## src/rtl/hub_cfg_pkg.sv

```systemverilog
package hub_cfg_pkg;
  localparam int unsigned DATA_W   = 8;
  localparam int unsigned ADDR_W   = 8;
  localparam int unsigned CODE_W   = 3;
  localparam int unsigned CODE_LSB = 1;
  localparam int unsigned SRST_BIT = 6;
  localparam int unsigned CFG_BIT  = 5;

  localparam logic [ADDR_W-1:0] FEAT_ADDR = 8'hF0;
  localparam logic [ADDR_W-1:0] STAT_ADDR = 8'hF8;

  localparam logic [DATA_W-1:0] FEAT_MASK = DATA_W'(((1 << CODE_W) - 1) << CODE_LSB);

  function automatic logic [DATA_W-1:0] stat_word(input logic srst, input logic cfg);
    logic [DATA_W-1:0] w;
    w           = '0;
    w[SRST_BIT] = srst;
    w[CFG_BIT]  = cfg;
    return w;
  endfunction
endpackage

```

## src/rtl/hub_cfg_regfile.sv

```systemverilog
module hub_cfg_regfile
  import hub_cfg_pkg::*;
(
  input  logic              clk_i,
  input  logic              rst_ni,
  input  logic [ADDR_W-1:0] addr_i,
  input  logic [DATA_W-1:0] wdata_i,
  input  logic              we_i,
  input  logic              re_i,
  input  logic              ee_load_i,
  input  logic [DATA_W-1:0] ee_data_i,
  input  logic              cfg_enter_i,
  input  logic              srst_busy_i,
  output logic              srst_req_o,
  output logic [DATA_W-1:0] rdata_o,
  output logic [CODE_W-1:0] code_o,
  output logic              cfg_active_o
);
  logic              feat_hit, stat_hit, clr;
  logic [DATA_W-1:0] feat_q, rd_mux;
  logic              cfg_q;

  assign feat_hit   = (addr_i == FEAT_ADDR);
  assign stat_hit   = (addr_i == STAT_ADDR);
  assign srst_req_o = we_i && stat_hit && wdata_i[SRST_BIT] && !srst_busy_i;
  assign clr        = srst_req_o || srst_busy_i;

  // EEPROM load outranks a host write in the same cycle
  always_ff @(posedge clk_i or negedge rst_ni) begin
    if (!rst_ni)                feat_q <= '0;
    else if (clr)               feat_q <= '0;
    else if (ee_load_i)         feat_q <= ee_data_i & FEAT_MASK;
    else if (we_i && feat_hit)  feat_q <= wdata_i & FEAT_MASK;
  end

  // hardware set outranks host clear
  always_ff @(posedge clk_i or negedge rst_ni) begin
    if (!rst_ni)                                    cfg_q <= 1'b0;
    else if (clr)                                   cfg_q <= 1'b0;
    else if (cfg_enter_i)                           cfg_q <= 1'b1;
    else if (we_i && stat_hit && wdata_i[CFG_BIT])  cfg_q <= 1'b0;
  end

  always_comb begin
    if (feat_hit)      rd_mux = feat_q;
    else if (stat_hit) rd_mux = stat_word(srst_busy_i, cfg_q);
    else               rd_mux = '0;
  end

  always_ff @(posedge clk_i or negedge rst_ni) begin
    if (!rst_ni)   rdata_o <= '0;
    else if (re_i) rdata_o <= rd_mux;
    else           rdata_o <= '0;
  end

  assign code_o       = feat_q[CODE_LSB +: CODE_W];
  assign cfg_active_o = cfg_q;

  a_r1_rsvd_zero: assert property (@(posedge clk_i) disable iff (!rst_ni)
    re_i && feat_hit |=> (rdata_o[DATA_W-1:CODE_LSB+CODE_W] == '0) && !rdata_o[0]);
  a_r2_unmapped_zero: assert property (@(posedge clk_i) disable iff (!rst_ni)
    re_i && !feat_hit && !stat_hit |=> rdata_o == '0);
  a_r2_idle_zero: assert property (@(posedge clk_i) disable iff (!rst_ni)
    !re_i |=> rdata_o == '0);
  a_r3_ee_wins: assert property (@(posedge clk_i) disable iff (!rst_ni)
    ee_load_i && !clr |=> code_o == $past(ee_data_i[CODE_LSB +: CODE_W]));
  a_r7_cfg_set: assert property (@(posedge clk_i) disable iff (!rst_ni)
    cfg_enter_i && !clr |=> cfg_active_o);
  a_r7_cfg_w0_keep: assert property (@(posedge clk_i) disable iff (!rst_ni)
    cfg_active_o && !clr && !(we_i && stat_hit && wdata_i[CFG_BIT]) |=> cfg_active_o);
  a_r10_clear: assert property (@(posedge clk_i) disable iff (!rst_ni)
    clr |=> (code_o == '0) && !cfg_active_o);
endmodule

```

## src/rtl/hub_cfg_srst.sv

```systemverilog
module hub_cfg_srst #(
  parameter int unsigned SRST_CYCLES = 4
) (
  input  logic clk_i,
  input  logic rst_ni,
  input  logic req_i,
  output logic busy_o
);
  localparam int unsigned CNT_W = $clog2(SRST_CYCLES + 1);

  logic [CNT_W-1:0] cnt_q;
  logic             busy_q;

  always_ff @(posedge clk_i or negedge rst_ni) begin
    if (!rst_ni) begin
      busy_q <= 1'b0;
      cnt_q  <= '0;
    end else if (busy_q) begin
      if (cnt_q == '0) busy_q <= 1'b0;
      else             cnt_q  <= cnt_q - 1'b1;
    end else if (req_i) begin
      busy_q <= 1'b1;
      cnt_q  <= CNT_W'(SRST_CYCLES - 1);
    end
  end

  assign busy_o = busy_q;

  a_r9_start: assert property (@(posedge clk_i) disable iff (!rst_ni)
    req_i && !busy_o |=> busy_o);
  a_r9_end_on_zero: assert property (@(posedge clk_i) disable iff (!rst_ni)
    $fell(busy_o) |-> $past(cnt_q) == '0);
  a_r9_cnt_range: assert property (@(posedge clk_i) disable iff (!rst_ni)
    busy_o |-> cnt_q < CNT_W'(SRST_CYCLES));
endmodule

```

## src/rtl/hub_pwr_delay.sv

```systemverilog
module hub_pwr_delay #(
  parameter int unsigned CODE_W     = 3,
  parameter int unsigned STEP_TICKS = 200
) (
  input  logic              clk_i,
  input  logic              rst_ni,
  input  logic              mode_chg_i,
  input  logic              tick_i,
  input  logic [CODE_W-1:0] otp_code_i,
  input  logic [CODE_W-1:0] reg_code_i,
  output logic              pwr_en_o
);
  localparam int unsigned MAX_CNT = (1 << CODE_W) * STEP_TICKS;
  localparam int unsigned CNT_W   = $clog2(MAX_CNT + 1);

  logic [CODE_W-1:0] sel_code;
  logic [CNT_W-1:0]  load_val, remain_q;
  logic              pending_q, pwr_q;

  // nonzero nonvolatile code overrides the register
  assign sel_code = (otp_code_i != '0) ? otp_code_i : reg_code_i;
  assign load_val = (CNT_W'(sel_code) + CNT_W'(1)) * CNT_W'(STEP_TICKS);

  always_ff @(posedge clk_i or negedge rst_ni) begin
    if (!rst_ni) begin
      pwr_q     <= 1'b1;
      pending_q <= 1'b0;
      remain_q  <= '0;
    end else if (mode_chg_i) begin
      pwr_q     <= 1'b0;
      pending_q <= 1'b1;
      remain_q  <= load_val;
    end else if (pending_q && tick_i) begin
      if (remain_q == CNT_W'(1)) begin
        pwr_q     <= 1'b1;
        pending_q <= 1'b0;
      end
      remain_q <= remain_q - 1'b1;
    end
  end

  assign pwr_en_o = pwr_q;

  a_r5_drop: assert property (@(posedge clk_i) disable iff (!rst_ni)
    mode_chg_i |=> !pwr_en_o);
  a_r5_rise_on_tick: assert property (@(posedge clk_i) disable iff (!rst_ni)
    $rose(pwr_en_o) |-> $past(tick_i) && !$past(mode_chg_i));
  a_r5_stay_on: assert property (@(posedge clk_i) disable iff (!rst_ni)
    pwr_en_o && !mode_chg_i |=> pwr_en_o);
  a_r6_hold_off: assert property (@(posedge clk_i) disable iff (!rst_ni)
    !pwr_en_o && !tick_i |=> !pwr_en_o);
endmodule

```

## src/rtl/hub_cfg_regs.sv

```systemverilog
module hub_cfg_regs
  import hub_cfg_pkg::*;
#(
  parameter int unsigned STEP_TICKS  = 200,
  parameter int unsigned SRST_CYCLES = 4
) (
  input  logic              clk_i,
  input  logic              rst_ni,
  input  logic [ADDR_W-1:0] addr_i,
  input  logic [DATA_W-1:0] wdata_i,
  input  logic              we_i,
  input  logic              re_i,
  output logic [DATA_W-1:0] rdata_o,
  input  logic              ee_load_i,
  input  logic [DATA_W-1:0] ee_data_i,
  input  logic [CODE_W-1:0] otp_delay_i,
  input  logic              cfg_enter_i,
  input  logic              mode_chg_i,
  input  logic              tick_i,
  output logic              pwr_en_o,
  output logic              upstream_en_o
);
  logic              srst_req, srst_busy, cfg_active;
  logic [CODE_W-1:0] reg_code;

  hub_cfg_regfile u_regfile (
    .clk_i        (clk_i),
    .rst_ni       (rst_ni),
    .addr_i       (addr_i),
    .wdata_i      (wdata_i),
    .we_i         (we_i),
    .re_i         (re_i),
    .ee_load_i    (ee_load_i),
    .ee_data_i    (ee_data_i),
    .cfg_enter_i  (cfg_enter_i),
    .srst_busy_i  (srst_busy),
    .srst_req_o   (srst_req),
    .rdata_o      (rdata_o),
    .code_o       (reg_code),
    .cfg_active_o (cfg_active)
  );

  hub_cfg_srst #(.SRST_CYCLES(SRST_CYCLES)) u_srst (
    .clk_i  (clk_i),
    .rst_ni (rst_ni),
    .req_i  (srst_req),
    .busy_o (srst_busy)
  );

  hub_pwr_delay #(.CODE_W(CODE_W), .STEP_TICKS(STEP_TICKS)) u_pwr (
    .clk_i      (clk_i),
    .rst_ni     (rst_ni),
    .mode_chg_i (mode_chg_i),
    .tick_i     (tick_i),
    .otp_code_i (otp_delay_i),
    .reg_code_i (reg_code),
    .pwr_en_o   (pwr_en_o)
  );

  assign upstream_en_o = !cfg_active;

  a_r8_no_connect: assert property (@(posedge clk_i) disable iff (!rst_ni)
    cfg_enter_i && !srst_busy && !srst_req |=> !upstream_en_o);
  a_r10_quiet_during_srst: assert property (@(posedge clk_i) disable iff (!rst_ni)
    srst_busy |=> upstream_en_o);
endmodule

```

## config.mk

```make
export PLATFORM = sky130hd
export DESIGN_NAME = hub_cfg_regs
export DESIGN_NICKNAME = d
export VERILOG_FILES = /design/src/rtl/hub_cfg_pkg.sv /design/src/rtl/hub_cfg_regfile.sv /design/src/rtl/hub_cfg_srst.sv /design/src/rtl/hub_pwr_delay.sv /design/src/rtl/hub_cfg_regs.sv
export SDC_FILE = /design/constraint.sdc
export NUM_CORES = 1
export LEC_CHECK = 0
export BUFFER_PORTS_ARGS = -buffer_cell sky130_fd_sc_hd__buf_2
export CAP_MARGIN = 20
export CORE_MARGIN = 3
export CORE_UTILIZATION = 25
export CTS_CLUSTER_SIZE = 30
export DETAILED_ROUTE_END_ITERATION = 10
export HOLD_SLACK_MARGIN = 0.05
export RECOVER_POWER = 25
export SLEW_MARGIN = 10
export SYNTH_ARGS = -nofsm -noshare
export SYNTH_HDL_FRONTEND = slang
export SYNTH_SLANG_ARGS = --single-unit
```

## constraint.sdc

```tcl
create_clock -name clk_i -period 2.45 [get_ports clk_i]
set_input_delay 0.3675 -clock clk_i [delete_from_list [all_inputs] [get_ports clk_i]]
set_output_delay 0.3675 -clock clk_i [all_outputs]
set_load 0.05 [all_outputs]
```

==> impl_metrics.ini <==
[synth]
seq_area_frac_synth = 0.428
yosys-mux-area-fraction = 0.0592
yosysTopAreaCell = dfrtp_1
syn_area_per_cell_um2 = 9.94
synth_simple_gate_area_share = 0.168
synth_fa_ha_area_frac = 0.0954
synthXorXnorAreaFrac = 0.0748
netlist.area_leader.share = 0.411
synth_area_leaders = dfrtp_1, ha_1, xnor2_1
netlist_instances = 153
synth-seq-cells = 26
netlist_area_mm2 = 0.00152
synth_warnings = 0
synth_compound_area_frac = 0.108
yosysUniqueCellTypes = 40
synth_top_family_by_area = simple AND/OR/NAND/NOR gates

[cts]
cts_tree = yes
cts_buffers = 3
cts_buffer_depth = 2
htree_levels = 1
numClockSinks = 26
path_clk_slew_ns = 0.09
root_buffer = clkbuf_8
clk_latency_ns = 0.27

[global_route]
grt_pass1_vias = 1138
antenna_found_initial = 0
track_usage = 0.0855
grt_pass1_wl_um = 5040
grt_max_degree = 27
grt_remaining_overflow = 0

[pwr]
powerDensity_mw_per_mm2 = 678
seqPwrFrac = 0.441
switching_share = 0.295
power.share.clock = 0.269
p_int_mw = 0.914
power.leakage_nw = 0.930
p_sw_mw = 0.383
irDropWorstVdd_mv = 0.304
power_frac_comb = 0.290

[job]
maxCapViolCount = 0

[placed_design]
io_buffers = 33
dp_slack_ns = 0.00824
gp_congestion = 0.728
dpl_cell_area_mm2 = 0.00179
dp.cells = 259
dp_hpwl_um = 2310

[die]
top_level_ports = 45
coreArea_mm2 = 0.00571
fp.dieH_um = 84.0
placementRows = 27
dieArea_mm2 = 0.00706
fp.dieW_um = 84.0
initial_core_util = 0.266

[setup_path]
crit_path_max_fanout = 3
cp.required_ns = 2.59
start_kind = flop
crit_path_end_kind = flop
cp_data_arrival_time_ns = 2.46
path_class = reg -> reg

[route]
drc_errors = 0
drt_pass1_iterations = 4
drt_wl_total_um = 2930
vias = 1165
avgRoutedWirePerCell_um = 11.1
routed_via_density = 4.41
ant_nets = 0
drtIter0Drc = 39

[timing]
clock_skew_ns = 0.00931
drv_slew = 0
finalCriticalPeriod_ns = 2.32
hold_viol_final = 0
max_slew_margin = 0.0757
fin_crit_sh = 0.948
hold_ws_ns = 0.308
tightest_slew_ns = 1.39
setup_viol = 0
fmaxAchievable_mhz = 431
timing.final.ws_setup_ns = 0.127

[finish]
final_area_mm2 = 0.00191
final_cell_mix = buf_2, dfrtp_1, inv_1, a21oi_1, xnor2_1
area_growth_pct = 25.7
drive_above_1_share = 0.271
layout.cells.non_filler = 264
nNetsFinal = 239
final_common_cell = buf_2
num_antenna_cells = 0

[worst_hold_path]
min_path_type = in -> reg

[outcome]
status = finished clean
[path summary, 6_finish.rpt]
path	startpoint	to	slack [ns]	cells after the start
max reg2reg	u_regfile.feat_q[1]	u_pwr.remain_q[10]	0.13	12
min reg2reg	u_pwr.pwr_en_o	u_pwr.pwr_en_o	0.46	2
max	u_regfile.feat_q[1]	u_pwr.remain_q[10]	0.13	12
max in group asynchronous	rst_ni	u_pwr.remain_q[3]	1.24	1
min in group asynchronous	rst_ni	u_srst.cnt_q[0]	0.40	1
min	cfg_enter_i	u_regfile.cfg_active_o	0.31	2
[cell families after synthesis]
family | Yosys count
AO/OA/AOI/OAI | 27
adder cells (fa/ha/maj) | 11
flip-flops | 26
multiplexers | 9
buffers and inverters | 22
AND/OR/NAND/NOR | 43
other | 2
XOR/XNOR | 13
[synth_stat cells]
cell      instances
dfrtp_1          25
inv_1            16
a21oi_1          11
xnor2_1          11
ha_1             10
mux2i_1           9
nand2_1           7
nor2_1            7
o21ai_0           6
and3_1            5
nor4_1            4
buf_4             3
clkbuf_1          3
nor3_1            3
conb_1            2
nand3b_1          2
nor4b_1           2
o21a_1            2
or3_1             2
or4_1             2
xor2_1            2
a21o_1            1
a22oi_1           1
a311oi_1          1
a31o_2            1
a31oi_1           1
a32o_1            1
a41oi_1           1
and2_1            1
and4_1            1
dfstp_2           1
fa_1              1
nand3_1           1
nand4_1           1
nand4b_1          1
nor2b_1           1
o22ai_1           1
or3b_2            1
or4_4             1
or4b_1            1
[critical path, cell delays in order (launching register included)]
cell and delay (ns):
dfrtp_1 0.41, nor2b_4 0.14, a21oi_2 0.13, inv_1 0.06, ha_1 0.18, xor2_1 0.17, buf_4 0.14, ha_1 0.26
inv_1 0.06, ha_4 0.16, xnor2_1 0.23, xnor2_2 0.15, mux2i_1 0.09
[registers in the layout (all words and copies together), names as in the netlist]
| name | cells |
|---|---|
| u_pwr.pending_q | 1 |
| u_pwr.pwr_en_o | 1 |
| u_pwr.remain_q | 11 |
| u_regfile.cfg_active_o | 1 |
| u_regfile.feat_q | 3 |
| u_regfile.rdata_o | 5 |
| u_srst.busy_o | 1 |
| u_srst.cnt_q | 3 |
[final cells by class]
class,count,area (um2)
Timing Repair Buffer,39,209
Sequential cell,26,652
Clock inverter,1,30.0
Tap cell,72,90.1
Multi-Input combinational cell,107,830
Clock buffer,3,41.3
Inverter,16,60.1
Fill cell,583,3800
[power groups by stage]
stage / sequential, mW / clock (mW) / combinational (mW)
2_1_floorplan: 0.563 / 0 / 0.271
3_3_place_gp: 0.580 / 0 / 0.346
3_5_place_dp: 0.582 / 0 / 0.357
4_1_cts: 0.573 / 0.364 / 0.359
5_1_grt: 0.585 / 0.379 / 0.442
6_report: 0.571 / 0.349 / 0.376
[timing repair]
item                       CTS  global route
hold buffers                 0             0
gates resized for setup      0             7
setup endpoints to repair    0             3
setup buffers                0             1
[layer usage]
metal	track usage	vias to the layer above	routed length [um]
met5	0	-	0
met1	0.106	528	1350
li1	-	605	-
met2	0.142	30	1380
met4	0.0205	0	17
met3	0.0306	2	186
[stage by stage]
step	utilization	power (mW)	TNS (ns)
after floorplan	-	0.834	0
after global routing	0.335	1.41	-0.0326
after CTS	0.326	1.30	0
after global placement	0.313	0.925	0
after detailed placement	0.313	0.938	0
final	0.335	1.30	0
Power figures use the tool's default switching activity.
